**src/rtl/uart_tx_pkg.sv**
```systemverilog
package uart_tx_pkg;
  typedef enum logic [2:0] {
    PH_IDLE  = 3'd0,
    PH_START = 3'd1,
    PH_DATA  = 3'd2,
    PH_PAR   = 3'd3,
    PH_STOP1 = 3'd4,
    PH_STOP2 = 3'd5
  } phase_t;
endpackage

```
**src/rtl/uart_tx_holdbuf.sv**
```systemverilog
module uart_tx_holdbuf #(
  parameter int DW = 9
) (
  input  logic          clk,
  input  logic          rst,
  input  logic          en,
  input  logic          wr,
  input  logic [DW-1:0] wr_word,
  input  logic          take,
  input  logic          st_wr,
  input  logic          st_val,
  output logic          full,
  output logic [DW-1:0] word,
  output logic          empty_flag
);
  always_ff @(posedge clk) begin
    if (rst || !en) full <= 1'b0;
    else if (wr)    full <= 1'b1;
    else if (take)  full <= 1'b0;
  end

  always_ff @(posedge clk) begin
    if (rst)           word <= '0;
    else if (en && wr) word <= wr_word;
  end

  always_ff @(posedge clk) begin
    if (rst || !en)             empty_flag <= 1'b1;
    else if (wr)                empty_flag <= 1'b0;
    else if (take)              empty_flag <= 1'b1;
    else if (st_wr && !st_val)  empty_flag <= 1'b0;
  end


  wr_clears_empty_chk: assert property (@(posedge clk) disable iff (rst)
    (en && wr) |=> !empty_flag);

  take_sets_empty_chk: assert property (@(posedge clk) disable iff (rst)
    (en && take && !wr) |=> empty_flag);
endmodule

```
**src/rtl/uart_tx_shifter.sv**
```systemverilog
module uart_tx_shifter
  import uart_tx_pkg::*;
#(
  parameter int DMAX = 9,
  parameter int OS   = 16
) (
  input  logic                       clk,
  input  logic                       rst,
  input  logic                       en,
  input  logic                       tick,
  input  logic                       load,
  input  logic [DMAX-1:0]            ld_word,
  input  logic [$clog2(DMAX+1)-1:0]  nbits,
  input  logic                       par_en,
  input  logic                       par_odd,
  input  logic                       two_stop,
  output logic                       txd,
  output logic                       busy,
  output logic                       frame_end
);
  localparam int OSW = $clog2(OS);
  localparam int IW  = $clog2(DMAX);

  phase_t          phase;
  logic [OSW-1:0]  os_cnt;
  logic [IW-1:0]   bit_idx;
  logic [DMAX-1:0] sh;
  logic            par_bit;
  logic [DMAX-1:0] mask;
  logic            bit_end;
  logic            last_data;

  always_comb begin
    for (int i = 0; i < DMAX; i++) mask[i] = (i < int'(nbits));
  end

  assign bit_end   = tick && (os_cnt == OSW'(OS - 1));
  assign last_data = (bit_idx == IW'(nbits - 1'b1));
  assign busy      = (phase != PH_IDLE);
  assign frame_end = en && bit_end &&
                     ((phase == PH_STOP1 && !two_stop) || phase == PH_STOP2);

  always_ff @(posedge clk) begin
    if (rst || !en) begin
      phase   <= PH_IDLE;
      txd     <= 1'b1;
      os_cnt  <= '0;
      bit_idx <= '0;
      sh      <= '0;
      par_bit <= 1'b0;
    end else if (load) begin
      phase   <= PH_START;
      txd     <= 1'b0;
      os_cnt  <= '0;
      bit_idx <= '0;
      sh      <= ld_word & mask;
      par_bit <= (^(ld_word & mask)) ^ par_odd;
    end else if (busy && tick) begin
      if (bit_end) begin
        os_cnt <= '0;
        case (phase)
          PH_START: begin
            phase <= PH_DATA;
            txd   <= sh[0];
          end
          PH_DATA: begin
            if (last_data) begin
              if (par_en) begin
                phase <= PH_PAR;
                txd   <= par_bit;
              end else begin
                phase <= PH_STOP1;
                txd   <= 1'b1;
              end
            end else begin
              bit_idx <= bit_idx + 1'b1;
              sh      <= sh >> 1;
              txd     <= sh[1];
            end
          end
          PH_PAR: begin
            phase <= PH_STOP1;
            txd   <= 1'b1;
          end
          PH_STOP1: begin
            phase <= two_stop ? PH_STOP2 : PH_IDLE;
            txd   <= 1'b1;
          end
          default: begin
            phase <= PH_IDLE;
            txd   <= 1'b1;
          end
        endcase
      end else begin
        os_cnt <= os_cnt + 1'b1;
      end
    end
  end


  start_low_chk: assert property (@(posedge clk) disable iff (rst)
    (en && load) |=> (!txd && busy));

  idle_high_chk: assert property (@(posedge clk) disable iff (rst)
    (!busy && !load) |=> (txd || busy));

  no_tick_hold_chk: assert property (@(posedge clk) disable iff (rst)
    (en && busy && !tick && !load) |=> $stable(txd));
endmodule

```
**src/rtl/uart_tx_flags.sv**
```systemverilog
module uart_tx_flags (
  input  logic clk,
  input  logic rst,
  input  logic set_done,
  input  logic ack,
  input  logic st_wr,
  input  logic st_val,
  input  logic empty_flag,
  input  logic ie_empty,
  input  logic ie_done,
  output logic done_flag,
  output logic irq_empty,
  output logic irq_done
);
  always_ff @(posedge clk) begin
    if (rst)                          done_flag <= 1'b0;
    else if (set_done)                done_flag <= 1'b1;
    else if (ack || (st_wr && !st_val)) done_flag <= 1'b0;
  end

  assign irq_empty = empty_flag && ie_empty;
  assign irq_done  = done_flag && ie_done;


  ack_clears_done_chk: assert property (@(posedge clk) disable iff (rst)
    (ack && !set_done) |=> !done_flag);

  st_one_keeps_done_chk: assert property (@(posedge clk) disable iff (rst)
    (st_wr && st_val && !ack && done_flag) |=> done_flag);
endmodule

```
**src/rtl/uart_tx_dbuf.sv**
```systemverilog
module uart_tx_dbuf #(
  parameter int DATA_MAX = 9,
  parameter int OS_RATE  = 16
) (
  input  logic                          clk,
  input  logic                          rst,
  input  logic                          baud_tick,
  input  logic                          tx_en,
  input  logic [$clog2(DATA_MAX+1)-1:0] cfg_nbits,
  input  logic                          cfg_par_en,
  input  logic                          cfg_par_odd,
  input  logic                          cfg_two_stop,
  input  logic                          tx_bit8,
  input  logic                          wr_data,
  input  logic [DATA_MAX-2:0]           wr_byte,
  input  logic                          st_wr,
  input  logic                          st_empty_val,
  input  logic                          st_done_val,
  input  logic                          done_ack,
  input  logic                          ie_empty,
  input  logic                          ie_done,
  output logic                          txd,
  output logic                          empty_flag,
  output logic                          done_flag,
  output logic                          irq_empty,
  output logic                          irq_done
);
  logic                buf_full;
  logic [DATA_MAX-1:0] buf_word;
  logic                busy;
  logic                frame_end;
  logic                load;
  logic                set_done;

  assign load     = tx_en && buf_full && (!busy || frame_end);
  assign set_done = frame_end && !buf_full;

  uart_tx_holdbuf #(.DW(DATA_MAX)) u_buf (
    .clk        (clk),
    .rst        (rst),
    .en         (tx_en),
    .wr         (wr_data),
    .wr_word    ({tx_bit8, wr_byte}),
    .take       (load),
    .st_wr      (st_wr),
    .st_val     (st_empty_val),
    .full       (buf_full),
    .word       (buf_word),
    .empty_flag (empty_flag)
  );

  uart_tx_shifter #(.DMAX(DATA_MAX), .OS(OS_RATE)) u_shift (
    .clk       (clk),
    .rst       (rst),
    .en        (tx_en),
    .tick      (baud_tick),
    .load      (load),
    .ld_word   (buf_word),
    .nbits     (cfg_nbits),
    .par_en    (cfg_par_en),
    .par_odd   (cfg_par_odd),
    .two_stop  (cfg_two_stop),
    .txd       (txd),
    .busy      (busy),
    .frame_end (frame_end)
  );

  uart_tx_flags u_flags (
    .clk        (clk),
    .rst        (rst),
    .set_done   (set_done),
    .ack        (done_ack),
    .st_wr      (st_wr),
    .st_val     (st_done_val),
    .empty_flag (empty_flag),
    .ie_empty   (ie_empty),
    .ie_done    (ie_done),
    .done_flag  (done_flag),
    .irq_empty  (irq_empty),
    .irq_done   (irq_done)
  );


  disabled_idle_chk: assert property (@(posedge clk) disable iff (rst)
    !tx_en |=> (txd && empty_flag));

  done_needs_empty_chk: assert property (@(posedge clk) disable iff (rst)
    $rose(done_flag) |-> (!buf_full && !busy));

  refill_gapless_chk: assert property (@(posedge clk) disable iff (rst)
    (tx_en && frame_end && buf_full) |=> (!txd && busy));
endmodule

```
**config.mk**
```make
export PLATFORM = sky130hd
export DESIGN_NAME = uart_tx_dbuf
export DESIGN_NICKNAME = d
export VERILOG_FILES = /design/src/rtl/uart_tx_pkg.sv /design/src/rtl/uart_tx_holdbuf.sv /design/src/rtl/uart_tx_shifter.sv /design/src/rtl/uart_tx_flags.sv /design/src/rtl/uart_tx_dbuf.sv
export SDC_FILE = /design/constraint.sdc
export NUM_CORES = 1
export LEC_CHECK = 0
export CORE_MARGIN = 2
export CORE_UTILIZATION = 47
export DETAILED_ROUTE_END_ITERATION = 12
export PLACE_DENSITY = 0.75
export SYNTH_ARGS = -nofsm -noshare
export SYNTH_HDL_FRONTEND = slang
export SYNTH_SLANG_ARGS = --single-unit
```
**constraint.sdc**
```tcl
create_clock -name clk -period 2.29 [get_ports clk]
set_input_delay 0.687 -clock clk [delete_from_list [all_inputs] [get_ports clk]]
set_output_delay 0.687 -clock clk [all_outputs]
set_load 0.02 [all_outputs]
```
Word-level counts from Yosys, hierarchy flattened --
Cells that the tools add are included.
Operators by class: reductions and logical operators 37, muxes and demuxes 26, add/sub/neg operators 3, equal/unequal tests 10, magnitude comparators 9, shifts and indexed selects 0, bitwise operators 3, multipliers 0, divide/modulo/power cells 0
Operators with widths (number):
- 9-bit two-way mux | 5
- 3-bit by 4-bit < comparator with 1-bit output (first input constant) | 4
- 1-bit two-way mux | 15
- 1-bit logical AND | 13
- 3-bit one-hot mux with 4 select lines | 1
- 2-bit nonzero test | 5
- 9-bit AND | 1
- 3-bit two-way mux | 3
- 9-bit parity | 1
- 4-bit by 1-bit adder with 4-bit output (second input constant) | 2
- 1-bit by 4-bit < comparator with 1-bit output (first input constant) | 2
- 2-bit by 4-bit < comparator with 1-bit output (first input constant) | 2
- 4-bit AND reduction | 2
- 3-bit by 2-bit == test with 1-bit output (second input constant) | 2
- 3-bit == test (second input constant) | 2
- 1-bit zero test | 6
- 3-bit AND reduction | 2
- 3-bit nonzero test | 2
- 4-bit == test | 1
- 4-bit == test (second input constant) | 1
- 1-bit logical OR | 4
- 4-bit < comparator (first input constant) | 1
- 4-bit two-way mux | 1
- 4-bit by 1-bit subtractor with 4-bit output (second input constant) | 1
- 9 further kinds | 9
Word-level totals: output and inout port bits 5, memories 0, memory bits (read-only) 0, bits in registers 34, input port bits 27, memory bits (writable) 0, word-level logic and storage cells 99, latch bits 0

Longest topological paths before layout --
word-level depth 8, mapped depth 9, gate-level depth less buffers 8

Hierarchy --
Synthesis repeated with hierarchy kept, for this count alone.
Unflattened totals: cell total of the unflattened synthesis 234, area, all modules 2063.2 um^2
Modules (own cells, without submodules):
- uart_tx_shifter | cells each 173, area an instance 1492.7 um^2, instances 1, sequential area each 440.4 um^2
- uart_tx_holdbuf | cells each 50, area an instance 498.0 um^2, instances 1, sequential area each 220.2 um^2
- uart_tx_flags | cells each 7, area an instance 52.6 um^2, instances 1, sequential area each 20.0 um^2
- uart_tx_dbuf | cells each 4, area an instance 20.0 um^2, instances 1, sequential area each 0.0 um^2

Least setup slack after synthesis --
No wires, ideal clock.
path kind input to register, start point input port cfg_nbits[1], end point register u_shift.sh[5], buffers on the path 0, arrival 2111 ps, stages on the path 8, required time 2162 ps, path slack 52 ps, setup time 128 ps, path through inv_1 -> ha_1 -> xor2_1 -> nand2_1 -> o31ai_4 -> mux2_1 -> a21oi_1 -> nor2_1
On the way: longest elaborated chain between the ends 4, elaborated cells between the ends (all ways) 7, classes of those cells add/sub: 1; order compare: 1; eq/ne: 2; mux: 1; bitwise: 1; reduce/logical: 1
Ends and longest elaborated chain:
- start, declared | line uart_tx_dbuf.sv:9 | input logic [$clog2(DATA_MAX+1)-1:0] cfg_nbits,
- 4-bit by 1-bit subtractor with 4-bit output | line uart_tx_shifter.sv:38 | assign last_data = (bit_idx == IW'(nbits - 1'b1));
- 4-bit == test | line uart_tx_shifter.sv:38
- 2-bit != test (no source line)
- 4-bit AND reduction (no source line)
- end signal, assigned | line uart_tx_shifter.sv:56 | sh <= ld_word & mask;
- end signal, assigned | line uart_tx_shifter.sv:77 | sh <= sh >> 1;
- end, declared | line uart_tx_shifter.sv:27 | logic [DMAX-1:0] sh;
Parallel ways exist; a longest one is shown, timed or not. A chain may end at the register's enable or synchronous reset.

Final worst setup path --
start point input port ie_empty, end point output port irq_empty
On the way: longest elaborated chain between the ends 1
Ends and longest elaborated chain:
- start, declared | line uart_tx_dbuf.sv:20 | input logic ie_empty,
- 1-bit logical AND | line uart_tx_flags.sv:21 | assign irq_empty = empty_flag && ie_empty;
- end, declared | line uart_tx_dbuf.sv:25 | output logic irq_empty,
No other way between the ends.

==> impl_metrics.ini <==
[die]
die_h_um = 67.6
die_w_um = 67.6
start_util_pct = 48.2
die_area_sq_um = 4570
floorplan.io_pins = 32
number_of_rows_created_at_floorplan = 23
placeableCoreArea_sq_um = 3940

[cts]
number_of_buffers_inserted_during_clock_tree_synthesis = 5
insertion_delay_to_the_later_sink_of_the_worst_skew_pair_ns = 0.28
cts_max_path_buffers = 2
cts_hold_repair.buffers = 0
cts_num_sinks = 34
h-tree-depth = 2
clock-root-buffer = clkbuf_8
clk_transition_reported_paths_ns = 0.07
cts_tree = yes

[placement]
post_place_instance_area_sq_um = 2470
numPlacedInstances = 327
hpwlAfterDp_um = 3200
gp_routability_congestion = 0.872
port_buffers = 31
preCtsSetupSlack_ns = -0.531

[layout]
n_diodes = 0
layout_common_cells = 34 x dfxtp_1, 31 x buf_4, 26 x a21oi_1, 23 x clkdlybuf4s50_1, 20 x nor2_1
mostFrequentLayoutCell = dfxtp_1
utilization_pct = 66.9
n_fill_cell = 327
layout-area-overhead-vs-synth_pct = 38.6
design.final.nets = 320
final_cell_area_sq_um = 2640
post_route_cells_drive_above_1_share_pct = 21.5
final_cell_count_without_fillers = 338

[synthesis]
synth.distinct_cells = 48
yosys.area.top_type_share_pct = 35.8
ys_dominant_reg_cell = dfxtp_1
synth_async_sr_flop_share_pct = 0
netlist_instances = 225
synth.top_cells.by_area = dfxtp_1 36%, a21oi_1 7.1%, mux2i_1 4.2%, nor2_1 4.1%, ha_1 3.9%
synth-warning-count = 0
synth_enable_flop_cells = 0
synthesis.nets = 258
ys_seq_elements = 34
synth_area_sq_um = 1900
synth_sequential_area_ratio_pct = 35.8
postSynthAreaPerCell_sq_um = 8.45
synth_top_cell_by_area = dfxtp_1

[min_path]
min-delay-path-class = flop to flop
timing.hold.worst.start = u_buf.word[8]

[timing]
layout_min_cycle_time_ns = 2.24
layout_setup_ws_ns = 0.0536
drv_slew = 0
fin_skew_ns = 0.00489
worst_slew_pin_slew_ns = 0.499
final.period_utilization_pct = 97.7
worst_slew_margin_rel_pct = 66.5
max_freq_mhz = 447
hold-worst-slack_ns = 0.461
timing.final.setup_violations = 0
rsz_0062_raised_after_global_routing = yes
hold_viol_final = 0

[detailed_routing]
routed_wl_um = 4130
total_number_of_vias = 1789
detail_route.wl_per_cell_um = 12.2
drtIter0Drc = 62
via_per_inst = 5.29
drt_pass1_iterations = 4
drc_errors = 0
ant_nets = 0

[critical_path]
worst_path_max_delay_cell = clkdlybuf4s50_1
critPathKind = input port to output pin
critical_path.cell_chain = clkdlybuf4s50_1, and2_1, clkdlybuf4s15_1
worst_ep_arrival_time_ns = 1.55
reg2reg_from = u_shift.os_cnt[0]
critical_path_required_ns = 1.60
critical_path.max_fanout = 1
critPathLaunchType = input port
worst_setup_path_startpoint = ie_empty
critPathCaptureType = output pin
cp_peak_stage_delay_ns = 0.45

[power_and_ir_drop]
cellLeakagePower_uw = 0.00108
power.density_nw_per_um2 = 489
vdd.ir_drop.worst_mv = 0.393

[global_routing]
initial_antenna_violation_count = 0
first_pass_grt_wire_length_um = 7160
groute.usage.overall_pct = 20.3
grt.overflow.total = 0
grt_max_degree = 15
number_of_global_route_vias_before_repair = 1621

[job]
max_cap_violations = 0

[run_status]
outcome = complete, no violations
==> sequential cells by signal, summed over array words and instances, names as in the netlist <==
| name | flops |
|---|---|
| u_buf.empty_flag | 1 |
| u_shift.txd | 1 |
| u_buf.word | 9 |
| u_shift.par_bit | 1 |
| u_buf.full | 1 |
| u_shift.bit_idx | 4 |
| u_shift.phase | 3 |
| u_shift.sh | 9 |
| u_flags.done_flag | 1 |
| u_shift.os_cnt | 4 |
==> through the flow <==
stage,setup TNS [ns],power [uW]
after floorplan,0,733
after global placement,-8.59,832
after detailed placement,-9.66,838
after CTS,0,1290
after global routing,-0.0292,1360
final,0,1290
==> power breakdown <==
group	leakage (uW)	switching, uW	internal (uW)
logic	0.000756	97.8	122
registers	0.000276	10.2	604
clock network	0.0000482	214	243
total	0.00108	322	968
==> synthesized netlist by cell type (all sizes together), types with 2 or more instances <==
cell type  instances
o31ai              3
a21o               2
or2                2
or3                3
and2               3
xnor2              9
o21ai              5
nand3             13
xor2               6
ha                 6
nand2b             7
dfxtp             34
o21a               2
mux2i              8
nor3               7
o211ai             3
o32ai              2
mux2               2
nor2              21
inv                8
a21oi             27
clkbuf             6
buf                5
nand2             16
and3               2
a31oi              3
a211oi             7
==> per-layer routing <==
| layer | GRT usage (%) | vias up | share of wire (%) |
|---|---|---|---|
| li1 | - | 924 | - |
| met1 | 27.0 | 821 | 47 |
| met2 | 34.3 | 41 | 49 |
| met3 | 5.00 | 3 | 3.7 |
| met4 | 2.30 | 0 | 0.34 |
| met5 | 0 | - | 0 |
==> repair_timing <==
item | in CTS | in global routing
gates resized for setup | 14 | 17
cloned | 0 | 1
setup endpoints to repair | 20 | 25
buffers inserted | 1 | 1
pin swaps | 5 | 6
==> worst max-delay path, delay by kind of cell <==
| kind | cells | cell delay [ns] |
|---|---|---|
| buffers and inverters | 2 | 0.75 |
| and+or+nand+nor | 1 | 0.12 |
==> cell type report <==
class | instances | area, sq um | share of cell area (%)
sequential | 34 | 681 | 25.8
clock buffer | 7 | 86.3 | 3.27
tap | 50 | 62.6 | 2.37
timing repair buffer | 66 | 592 | 22.4
multi-input combinational | 172 | 1180 | 44.8
inverter | 8 | 30.0 | 1.14
clock inverter | 1 | 5.00 | 0.190
==> cell families (layout without fill, tap and decap cells) <==
family	count (synthesis)	after routing	synth area share, %
and+or+nand+nor	80	80	21.0
AOI/OAI and AO/OA	60	60	20.7
DFF	34	34	35.8
buffers and inverters	19	82	4.74
xor gates and xnor gates	16	16	8.49
muxes	10	10	5.39
adders and majority gates	6	6	3.95
==> path summary, 6_finish.rpt <==
| kind | end | slack (ns) | cells past startpoint |
|---|---|---|---|
| max | irq_empty | 0.05 | 3 |
| min | u_buf.word[8] | 0.46 | 2 |
| max reg2reg | u_buf.empty_flag | 0.34 | 8 |
| min reg2reg | u_buf.word[8] | 0.46 | 2 |
Power figures use the tool's default switching activity.
